**config.mk**
```make
export PLATFORM = sky130hd
export DESIGN_NAME = bridge_gate_seq
export DESIGN_NICKNAME = d
export VERILOG_FILES = /design/src/rtl/bgs_pkg.sv /design/src/rtl/bgs_sync.sv /design/src/rtl/bgs_turnon.sv /design/src/rtl/bgs_ctrl.sv /design/src/rtl/bridge_gate_seq.sv
export SDC_FILE = /design/constraint.sdc
export NUM_CORES = 1
export LEC_CHECK = 0
export BUFFER_PORTS_ARGS = -buffer_cell sky130_fd_sc_hd__buf_2
export CAP_MARGIN = 20
export CORE_UTILIZATION = 61
export CTS_BUF_LIST = sky130_fd_sc_hd__clkbuf_8
export DETAILED_ROUTE_END_ITERATION = 8
export GPL_TIMING_DRIVEN = 0
export PLACE_DENSITY_LB_ADDON = 0.3
export SLEW_MARGIN = 20
export SYNTH_ARGS = -nofsm -noshare
export SYNTH_HDL_FRONTEND = slang
export SYNTH_SLANG_ARGS = --single-unit
```
**constraint.sdc**
```tcl
create_clock -name clk -period 3.09 [get_ports clk]
set_input_delay 0.1545 -clock clk [delete_from_list [all_inputs] [get_ports clk]]
set_output_delay 0.1545 -clock clk [all_outputs]
set_load 0.02 [all_outputs]
```
**src/rtl/bgs_pkg.sv**
```systemverilog
package bgs_pkg;
    typedef enum logic [1:0] {
        ST_OFF        = 2'd0,
        ST_REFRESH    = 2'd1,
        ST_WAIT_UPPER = 2'd2,
        ST_RUN        = 2'd3
    } bgs_state_e;

    // bit positions inside the 4-bit gate vectors
    localparam int G_AHI = 3;
    localparam int G_ALO = 2;
    localparam int G_BHI = 1;
    localparam int G_BLO = 0;
    localparam int N_GATES = 4;
endpackage

```
**src/rtl/bgs_sync.sv**
```systemverilog
module bgs_sync #(
    parameter int          W       = 4,
    parameter logic [W-1:0] RST_VAL = '0
) (
    input  logic         clk,
    input  logic         rst_n,
    input  logic [W-1:0] d,
    output logic [W-1:0] q
);
    logic [W-1:0] meta;

    always_ff @(posedge clk or negedge rst_n) begin
        if (!rst_n) begin
            meta <= RST_VAL;
            q    <= RST_VAL;
        end else begin
            meta <= d;
            q    <= meta;
        end
    end
endmodule

```
**src/rtl/bgs_turnon.sv**
```systemverilog
module bgs_turnon #(
    parameter int DLY = 4
) (
    input  logic clk,
    input  logic rst_n,
    input  logic req,
    output logic gate
);
    localparam int CW = $clog2(DLY + 2);
    localparam logic [CW-1:0] LIMIT = CW'(DLY);

    logic [CW-1:0] cnt;
    logic          done;

    always_ff @(posedge clk or negedge rst_n) begin
        if (!rst_n) begin
            cnt  <= '0;
            done <= 1'b0;
        end else if (!req) begin
            cnt  <= '0;
            done <= 1'b0;
        end else if (!done) begin
            if (cnt == LIMIT) begin
                done <= 1'b1;
            end else begin
                cnt <= cnt + 1'b1;
            end
        end
    end

    // turn-off is immediate: the request gates the output directly
    assign gate = req & done;
endmodule

```
**src/rtl/bgs_ctrl.sv**
```systemverilog
module bgs_ctrl
    import bgs_pkg::*;
#(
    parameter int REFRESH_CYC = 48,
    parameter int UPEN_CYC    = 60
) (
    input  logic                 clk,
    input  logic                 rst_n,
    input  logic                 dir_s,
    input  logic                 hen_s,
    input  logic                 halt,
    output bgs_state_e           state,
    output logic [N_GATES-1:0]   req
);
    localparam int TW = $clog2(UPEN_CYC + 1);
    localparam logic [TW-1:0] REF_LAST = TW'(REFRESH_CYC - 1);
    localparam logic [TW-1:0] UP_LAST  = TW'(UPEN_CYC - 1);

    bgs_state_e    nxt;
    logic [TW-1:0] tmr;

    // state register and release timer
    always_ff @(posedge clk or negedge rst_n) begin
        if (!rst_n) begin
            state <= ST_OFF;
            tmr   <= '0;
        end else begin
            state <= nxt;
            if (state == ST_OFF || halt) begin
                tmr <= '0;
            end else if (state != ST_RUN) begin
                tmr <= tmr + 1'b1;
            end
        end
    end

    always_comb begin
        nxt = state;
        unique case (state)
            ST_OFF:        if (!halt) nxt = ST_REFRESH;
            ST_REFRESH:    if (halt) nxt = ST_OFF;
                           else if (tmr == REF_LAST) nxt = ST_WAIT_UPPER;
            ST_WAIT_UPPER: if (halt) nxt = ST_OFF;
                           else if (tmr == UP_LAST) nxt = ST_RUN;
            ST_RUN:        if (halt) nxt = ST_OFF;
        endcase
    end

    // gate requests per state
    always_comb begin
        req = '0;
        unique case (state)
            ST_OFF: req = '0;
            ST_REFRESH: begin
                req[G_ALO] = 1'b1;
                req[G_BLO] = 1'b1;
            end
            ST_WAIT_UPPER: begin
                req[G_ALO] = !dir_s;
                req[G_BLO] = dir_s;
            end
            ST_RUN: begin
                req[G_AHI] = dir_s & hen_s;
                req[G_BLO] = dir_s;
                req[G_BHI] = !dir_s & hen_s;
                req[G_ALO] = !dir_s;
            end
        endcase
        if (halt) req = '0;
    end
endmodule

```
**src/rtl/bridge_gate_seq.sv**
```systemverilog
module bridge_gate_seq
    import bgs_pkg::*;
#(
    parameter int HI_DLY      = 6,
    parameter int LO_DLY      = 4,
    parameter int REFRESH_CYC = 48,
    parameter int UPEN_CYC    = 60
) (
    input  logic clk,
    input  logic rst_n,
    input  logic dir_in,
    input  logic hen_in,
    input  logic dis_in,
    input  logic uv_in,
    output logic a_hi,
    output logic a_lo,
    output logic b_hi,
    output logic b_lo
);
    logic [3:0]         sync_q;
    logic               dir_s, hen_s, dis_s, uv_s;
    bgs_state_e         state;
    logic [N_GATES-1:0] req_v;
    logic [N_GATES-1:0] gate_v;

    // shutdown and undervoltage come out of reset asserted
    bgs_sync #(.W(4), .RST_VAL(4'b0011)) u_sync (
        .clk  (clk),
        .rst_n(rst_n),
        .d    ({dir_in, hen_in, dis_in, uv_in}),
        .q    (sync_q)
    );
    assign {dir_s, hen_s, dis_s, uv_s} = sync_q;

    bgs_ctrl #(.REFRESH_CYC(REFRESH_CYC), .UPEN_CYC(UPEN_CYC)) u_ctrl (
        .clk  (clk),
        .rst_n(rst_n),
        .dir_s(dir_s),
        .hen_s(hen_s),
        .halt (dis_s | uv_s),
        .state(state),
        .req  (req_v)
    );

    for (genvar g = 0; g < N_GATES; g++) begin : g_gate
        localparam int D = (g == G_AHI || g == G_BHI) ? HI_DLY : LO_DLY;
        bgs_turnon #(.DLY(D)) u_on (
            .clk  (clk),
            .rst_n(rst_n),
            .req  (req_v[g]),
            .gate (gate_v[g])
        );
    end

    assign a_hi = gate_v[G_AHI];
    assign a_lo = gate_v[G_ALO];
    assign b_hi = gate_v[G_BHI];
    assign b_lo = gate_v[G_BLO];
endmodule

```
# Word-level counts from Yosys, hierarchy flattened
# Index checks and enable logic that the tools add are counted.
# W data, S select, Z words.
dict set report classes {
  addsub 5
  n_mul 0
  div_mod_pow 0
  order_cmp 0
  eq_ne 22
  n_shift 0
  muxes 38
  n_bitwise 7
  reduce_logical 10
}
# op count
set op_table {}
lappend op_table {{$mux W3} 12}
lappend op_table {{$ne A2 B2 Y1 const B} 10}
lappend op_table {{$mux W1} 14}
lappend op_table {{$add A3 B1 Y3 const B} 4}
lappend op_table {{$eq A3 B3 Y1 const B} 4}
lappend op_table {{$eq A6 B6 Y1 const B} 2}
lappend op_table {{$mux W2} 6}
lappend op_table {{$mux W6} 2}
lappend op_table {{$pmux W2 S4} 1}
lappend op_table {{$reduce_and A2 Y1} 4}
lappend op_table {{$add A6 B1 Y6 const B} 1}
lappend op_table {{$and A1 B1 Y1} 6}
lappend op_table {{$ne A3 B1 Y1 const B} 2}
lappend op_table {{$pmux W1 S3} 2}
lappend op_table {{$eq A2 B2 Y1 const B} 2}
lappend op_table {{$mux W4} 1}
lappend op_table {{$reduce_and A4 Y1} 1}
lappend op_table {{$eq A2 B1 Y1 const B} 1}
lappend op_table {{$logic_not A2 Y1} 1}
lappend op_table {{$ne A2 B1 Y1 const B} 1}
lappend op_table {{$reduce_bool A2 Y1} 1}
lappend op_table {{$reduce_or A2 Y1} 1}
lappend op_table {{$logic_not A1 Y1} 1}
lappend op_table {{$logic_or A1 B1 Y1} 1}
lappend op_table {{$or A1 B1 Y1} 1}
dict set report word_totals {
  ff_bits 32
  latch_bits 0
  ram_bits 0
  romBits 0
  in_bits 6
  output_inout_bits 4
  wordCells 94
  n_memories 0
}

# Logic depth before layout (Yosys ltp)
# Gate-level depths: netlist of run 1.
dict set report depth {
  word_depth 6
  ltp_mapped 5
  depth_no_buf 5
}

# Cells and area by module
# A second synthesis of run 1 with hierarchy kept.
dict set report hier_totals {
  hier_cells 133
  hier_area_um2 1529.0
}
# module instances cells_per_inst area_each_um2 seq_area_each_um2
set modules_own_cells {}
lappend modules_own_cells {bgs_ctrl 1 46 444.2 200.2}
lappend modules_own_cells {{bgs_turnon at g_gate[0].u_on ...} 2 20 219.0 100.1}
lappend modules_own_cells {{bgs_turnon at g_gate[1].u_on ...} 2 19 217.7 100.1}
lappend modules_own_cells {bgs_sync 1 8 205.2 205.2}
lappend modules_own_cells {bridge_gate_seq 1 1 6.3 0.0}

# Worst setup path after synthesis of run 1
# No wires, ideal clock.
dict set report synth_timing {
  path_type {register to output}
  startpoint {register u_sync.q[0]}
  endpoint {output port b_hi}
  t_arrival_ps 1121
  t_required_ps 2935
  path_slack_ps 1815
  stages_incl_launch_ff 4
  path_buffers 0
  path_cell_list {dfstp_2 > nor2_2 > nand4b_1 > nor2_1}
}
dict set report synth_via {
  elab_chain_cells 3
}
# element line
set synth_rtl {}
lappend synth_rtl {{start: declaration} bgs_sync.sv:8} ;# output logic [W-1:0] q
lappend synth_rtl {{start signal: assignment} bgs_sync.sv:18} ;# q <= meta;
lappend synth_rtl {{$or A1 B1 Y1} bridge_gate_seq.sv:40} ;# .halt (dis_s | uv_s),
lappend synth_rtl {{$mux W4} bgs_ctrl.sv:69} ;# if (halt) req = '0;
lappend synth_rtl {{$and A1 B1 Y1} bgs_turnon.sv:32} ;# assign gate = req & done;
lappend synth_rtl {{end: declaration} bridge_gate_seq.sv:17} ;# output logic b_hi,
# Every way passes these cells.

# Worst setup path after layout of run 1
# Same ends and word-level chain as after synthesis.

==> results.toml, run 1 <==
[status]
outcome = "finished, final reports clean"

[synth]
synth_cells = 142
syn_area_mm2 = 0.00151
ys_ff_latch = 32
ys_warn_count = 0
syn_avg_cell_area_um2 = 10.6
synth_seq_area_share_pct = 53.4
yosysUniqueCellTypes = 33
syn-num-nets = 157

[clock_tree]
clkSinkCount = 32
insertion_delay_ps = 280
cts_made_buffers = 5
clk_pin_slew_worst_paths_ps = 60
cts_max_path_buffers = 2
tritoncts = "done"
cts_setup_buffers = 0
cts.root.buffer_cell = "clkbuf_8"
post_cts_resized = 0
cts_max_level = 2

[timing]
rsz0062_at_grt = "no"
post-route-worst-setup-slack_ps = 1340
fin_worst_skew_ps = 6.81
setup_viol = 0
relSlewSlack_pct = 53.9
tightestPinTransition_ps = 692
fin_setup_tns_ps = 0
fmax_mhz = 571
hold_ws_ps = 352
hold_violations = 0
period_share_pct = 56.7
drv_slew = 0
min_period_ps = 1750

[critical_path]
timing.rr.start = "u_ctrl.tmr[0]"
r2r-end = "u_ctrl.state[0]"
crit_family = "simple AND/OR/NAND/NOR gates"
crit_start = "u_sync.q[0]"
slowest_delay_ps = 390
path_max_fanout = 9
regToRegSetupSlack_ps = 1640
crit_slowest_cell = "dfstp_2"
rr_worst_depth = 4
cp.buffers_inverters = 1
crit_chain = "nor2_2 > nand4b_1 > nor2_1 > buf_2"
worst_setup_path_start_kind = "flop"
required_ps = 2940
worstPathArrival_ps = 1600
worstSetupPathType = "reg -> out"
end_kind = "output port"

[power]
p_int_mw = 0.615
switching_power_mw = 0.166
clkPwrFrac_pct = 40.5
peakVddDrop_mv = 0.467
totalPowerFinal_mw = 0.782
switching_share_pct = 21.3
p_leak_nw = 0.774
power_density_mw_per_mm2 = 452
pwr-share-seq_pct = 55.6
p_comb_share_pct = 3.9

[drt]
first_pass_iters = 5
wire_per_inst_um = 14.9
via_count = 1151
routed_wl_mm = 2.85
viasPerCell = 5.99
drtIter0Drc = 34
ant_nets = 0
drc = 0

[finish]
final_cell_area_mm2 = 0.00173
final_cell_count_no_fill = 192
final_core_util_pct = 76.0
nFillCells = 141
final_nets = 178
antennaDiodeCount = 0
area_delta_synth_final_pct = 14.6
drive_gt1_share_pct = 16.5

[global_routing]
antenna_found_initial = 0
grt_max_degree = 33
grt_usage_pct = 25.7
grt_pass1_vias = 1123
grt_pass1_wl_mm = 4.66
overflow = 0

[run]
drv_cap = 0

[die]
die_h_um = 51.7
initial_core_util_pct = 66.3
ios = 10
die_w_um = 51.7
die-area_mm2 = 0.00268
core_area_mm2 = 0.00228
rows = 17

[hold_path]
hp-start = "u_sync.meta[2]"
holdPathEnd = "u_sync.q[2]"
hold_depth = 0
hp-class = "reg -> reg"

[place]
placed_cells = 179
place_hpwl_mm = 1.92
io_buffers = 9
place_congestion = 0.870
place_worst_setup_slack_ps = 1660
placed_area_mm2 = 0.00159
-- power groups by stage --
stage          registers [mW]  clock network [mW]  logic, mW
2_1_floorplan           0.440                   0     0.0117
3_3_place_gp            0.441                   0     0.0239
3_5_place_dp            0.442                   0     0.0257
4_1_cts                 0.434               0.322     0.0305
5_1_grt                 0.435               0.333     0.0342
6_report                0.434               0.316     0.0308
-- per-layer routing --
layer / part of all wire, % / track usage (%)
met1: 40 / 28.1
met2: 51 / 43.3
met3: 4.7 / 6.43
met4: 4.0 / 18.0
met5: 0 / 0
-- flip-flops by register name (all words and copies together), names as in the netlist --
| register | flops |
|---|---|
| g_gate.u_on.cnt | 12 |
| u_ctrl.tmr | 6 |
| u_sync.q | 4 |
| u_ctrl.state | 2 |
| g_gate.u_on.done | 4 |
| u_sync.meta | 4 |
-- worst max path at each step --
stage	to	slack (ps)	cells past startpoint
finish	b_hi	1340	4
floorplan	b_hi	1810	3
global placement	b_hi	1700	4
detailed placement	b_hi	1660	4
CTS	b_hi	1350	4
global route	a_lo	1250	4
-- cells in the mapped netlist (all sizes together) --
| cell | n | area, um2 |
|---|---|---|
| dfrtp | 28 | 701 |
| a21oi | 14 | 70.1 |
| nor2 | 17 | 66.3 |
| nand4b | 1 | 8.76 |
| nor4 | 2 | 12.5 |
| nor3b | 1 | 7.51 |
| dfstp | 4 | 105 |
| ha | 9 | 113 |
| mux2 | 1 | 11.3 |
| a22oi | 1 | 7.51 |
| o211ai | 1 | 7.51 |
| nor3 | 12 | 60.1 |
| and4b | 1 | 10.0 |
| xnor2 | 5 | 43.8 |
| xor2 | 1 | 8.76 |
| a2111oi | 1 | 15.0 |
| nor4bb | 4 | 40.0 |
| o21ai | 4 | 20.0 |
| o21a | 1 | 7.51 |
| mux2i | 3 | 30.0 |
| nand4 | 3 | 18.8 |
| buf | 4 | 28.8 |
| a211oi | 1 | 7.51 |
| nand3 | 1 | 5.00 |
| and2 | 1 | 6.26 |
| a41oi | 2 | 17.5 |
| inv | 11 | 41.3 |
| and4 | 1 | 10.0 |
| nand2 | 6 | 22.5 |
| a31oi | 1 | 6.26 |
-- cell families (layout without fill, tap and decap cells) --
family / after synthesis / count (layout) / synth area share [%]
adders and majority gates: 9 / 9 / 7.46
muxes: 4 / 4 / 2.74
and+or+nand+nor: 50 / 50 / 17.7
DFF: 32 / 32 / 53.4
AOI/OAI and AO/OA: 26 / 26 / 10.5
buffers and inverters: 15 / 37 / 4.64
xor gates and xnor gates: 6 / 6 / 3.48
-- worst reg2reg max path: stages, from the launching register on --
cell       delay [ps]
dfrtp_1           450
ha_1              300
nand3_1           140
nor4_1            330
a2111oi_2          90
-- cell usage in the layout (no fill, tap or decap), drive strengths merged, types with 2 or more instances in the layout --
master,n
dfrtp,28
nor2,17
a21oi,14
inv,13
buf,13
nor3,12
ha,9
nand2,6
clkbuf,6
xnor2,5
dlygate4sd3,5
o21ai,4
nor4bb,4
dfstp,4
nand4,3
mux2i,3
a41oi,2
nor4,2
-- layout make-up --
class	count	area [um2]	share of cell area, %
inverters	11	41.3	2.39
repair buffers	14	95.1	5.50
multi-input cells	95	633	36.6
plain buffers	4	28.8	1.66
well taps	28	35.0	2.03
clock buffers	6	82.6	4.78
clock inverters	2	7.51	0.434
flip-flops and latches	32	806	46.6
-- repair_timing --
| action | CTS | global route |
|---|---|---|
| setup endpoints to repair | 0 | 0 |
| endpoints found under the hold margin | 32 | 0 |
| hold buffers | 5 | 0 |
(Power assumes the default switching activity.)
==> inputs of run 2 (changes only) <==
--- a/config.mk
+++ b/config.mk
@@ -5,9 +5,11 @@
 export SDC_FILE = /design/constraint.sdc
 export NUM_CORES = 1
 export LEC_CHECK = 0
+export ABC_AREA = 1
 export BUFFER_PORTS_ARGS = -buffer_cell sky130_fd_sc_hd__buf_2
 export CAP_MARGIN = 20
-export CORE_UTILIZATION = 61
+export CORE_ASPECT_RATIO = 2
+export CORE_UTILIZATION = 56
 export CTS_BUF_LIST = sky130_fd_sc_hd__clkbuf_8
 export DETAILED_ROUTE_END_ITERATION = 8
 export GPL_TIMING_DRIVEN = 0
==> constraint.sdc (replaced) <==
create_clock -name clk -period 1.5 [get_ports clk]
set_input_delay 0.075 -clock clk [delete_from_list [all_inputs] [get_ports clk]]
set_output_delay 0.075 -clock clk [all_outputs]
set_load 0.02 [all_outputs]
==> results.toml, run 2 <==
[critical_path]
worst_setup_path_start_kind = "flop"
worstPathArrival_ps = 1390
required_ps = 1420
critical_path_depth = 5
rr_worst_depth = 6
cp.buffers_inverters = 1
crit_slowest_cell = "dfrtp_2"
path_max_fanout = 7
slowest_delay_ps = 440
crit_chain = "nand2_4 > nor2_8 > nand3_4 > nor2_4 > buf_4"
worstSetupPathType = "reg -> out"
crit_family = "simple AND/OR/NAND/NOR gates"
end_kind = "output port"

[timing]
drv_slew = 0
relSlewSlack_pct = 54.1
fin_worst_skew_ps = 7.18
hold_ws_ps = 351
tightestPinTransition_ps = 688
post-route-worst-setup-slack_ps = 36.7
rsz0062_at_grt = "yes"
period_share_pct = 97.6
fmax_mhz = 683
setup_viol = 0
min_period_ps = 1460
hold_violations = 0

[drt]
first_pass_iters = 4
routed_wl_mm = 3.06
via_count = 1214
ant_nets = 0
drc = 0
wire_per_inst_um = 13.3
drtIter0Drc = 16
viasPerCell = 5.28

[global_routing]
grt_pass1_wl_mm = 4.93
antenna_found_initial = 0
grt_pass1_vias = 1226
overflow = 0
grt_usage_pct = 23.0
grt_max_degree = 33

[clock_tree]
insertion_delay_ps = 290
cts_max_path_buffers = 2
cts_made_buffers = 5
clkSinkCount = 32
clk_pin_slew_worst_paths_ps = 60
tritoncts = "done"
cts.root.buffer_cell = "clkbuf_8"
cts_max_level = 2

[synth]
yosysUniqueCellTypes = 29
synth_cells = 175
yosysMostFrequentCell = "nand2_1"
ys_ff_latch = 32
synth_seq_area_share_pct = 49.2
ys_warn_count = 0
synth_top_area_share_pct = 42.8
synth_area_leaders = "dfrtp_1, nand2_1, ha_1, dfstp_2, inv_1"
syn-num-nets = 190
synth_edf_count = 0
ys.flop_type = "dfrtp_1"
syn_avg_cell_area_um2 = 9.36
async_flop_share_pct = 100
synth.top_cells.by_count = "nand2_1, dfrtp_1, inv_1, nor2_1, ha_1"
syn_area_mm2 = 0.00164
yosysTopAreaCell = "dfrtp_1"

[finish]
drive_gt1_share_pct = 29.4
multi_input_area_um2 = 758
final_nets = 215
final_core_util_pct = 70.3
final_cell_count_no_fill = 230
final_cell_mix = "nand2_1, dfrtp_1, inv_1, nor2_1, ha_1"
mostFrequentLayoutCell = "nand2_1"
regArea_um2 = 808
antennaDiodeCount = 0
largest_reg_flops = 12
nFillCells = 217
regMostFlops = "g_gate.u_on.cnt"
reg_top3 = "g_gate.u_on.cnt (12), u_ctrl.tmr (6)"
area_delta_synth_final_pct = 18.9

[place]
place_worst_setup_slack_ps = 84.1
place_congestion = 0.795
place_hpwl_mm = 2.14
placed_cells = 213
io_buffers = 9

[die]
die_w_um = 40.2
die-area_mm2 = 0.00316
ios = 10
initial_core_util_pct = 59.1
rows = 27
die_h_um = 78.5
core_area_mm2 = 0.00277

[power]
peakVddDrop_mv = 0.859
p_leak_nw = 0.982
power_density_mw_per_mm2 = 1120
totalPowerFinal_mw = 2.18

[hold_path]
hp-class = "reg -> reg"
hold_depth = 0

[run]
drv_cap = 0

[status]
outcome = "finished, final reports clean"
==> run 2: logic make-up after synthesis <==
family | share of synthesized area, %
AOI/OAI and AO/OA | 8.78
buffers and inverters | 6.42
DFF | 49.2
adders and majority gates | 6.88
xor gates and xnor gates | 2.14
and+or+nand+nor | 26.6
==> run 2: per-stage QoR <==
step	instance area, um2	TNS, ps
floorplan	1640	0
global placement	1720	0
detailed placement	1720	0
CTS	1890	-3.46
global route	1950	-22.4
finish	1950	0
==> run 2: final timing paths <==
check,start,endpoint,slack [ps]
min in group asynchronous,rst_n,u_ctrl.tmr[4],370
max in group asynchronous,rst_n,u_ctrl.state[1],640
worst max-delay path,u_ctrl.state[1],a_hi,40
worst min register to register,u_sync.meta[2],u_sync.q[2],350
worst max register to register,g_gate[1].u_on.cnt[0],g_gate[1].u_on.cnt[1],100
worst min-delay path,u_sync.meta[2],u_sync.q[2],350
==> run 2: cell type report <==
cell class	count	share of cell area, %
clock buffer	5	3.53
inverter	28	5.39
sequential	32	41.5
clock inverter	3	1.99
multi-input combinational	115	38.9
timing repair buffer	18	6.81
tap	29	1.86
==> run 2: power by group <==
group | switching (mW) | leakage (nW) | internal (mW)
Sequential | 0.0785 | 0.417 | 0.931
Combinational | 0.230 | 0.506 | 0.145
Clock | 0.308 | 0.0593 | 0.485
Total | 0.617 | 0.982 | 1.56
==> run 2: repair_timing <==
action	in CTS	in global routing
gates cloned	0	0
hold endpoints to repair	32	0
setup buffers	1	3
endpoints found under the setup margin	4	6
resized for setup	2	12
hold buffers	5	0
pin swaps	0	4
==> run 2: worst reg2reg max path, cell delays in order (launching register included) <==
cell     delay [ps]
dfrtp_1         370
inv_1            70
ha_1            230
a21oi_4         180
inv_1            80
or2_2           290
a21oi_2         120
==> run 2: layer usage <==
| metal | wire (um) | global-route usage [%] | vias to the layer above |
|---|---|---|---|
| met4 | 114 | 12.3 | 0 |
| met5 | 0 | 0 | - |
| li1 | - | - | 596 |
| met3 | 81 | 5.37 | 10 |
| met2 | 1790 | 42.7 | 22 |
| met1 | 1070 | 19.6 | 586 |
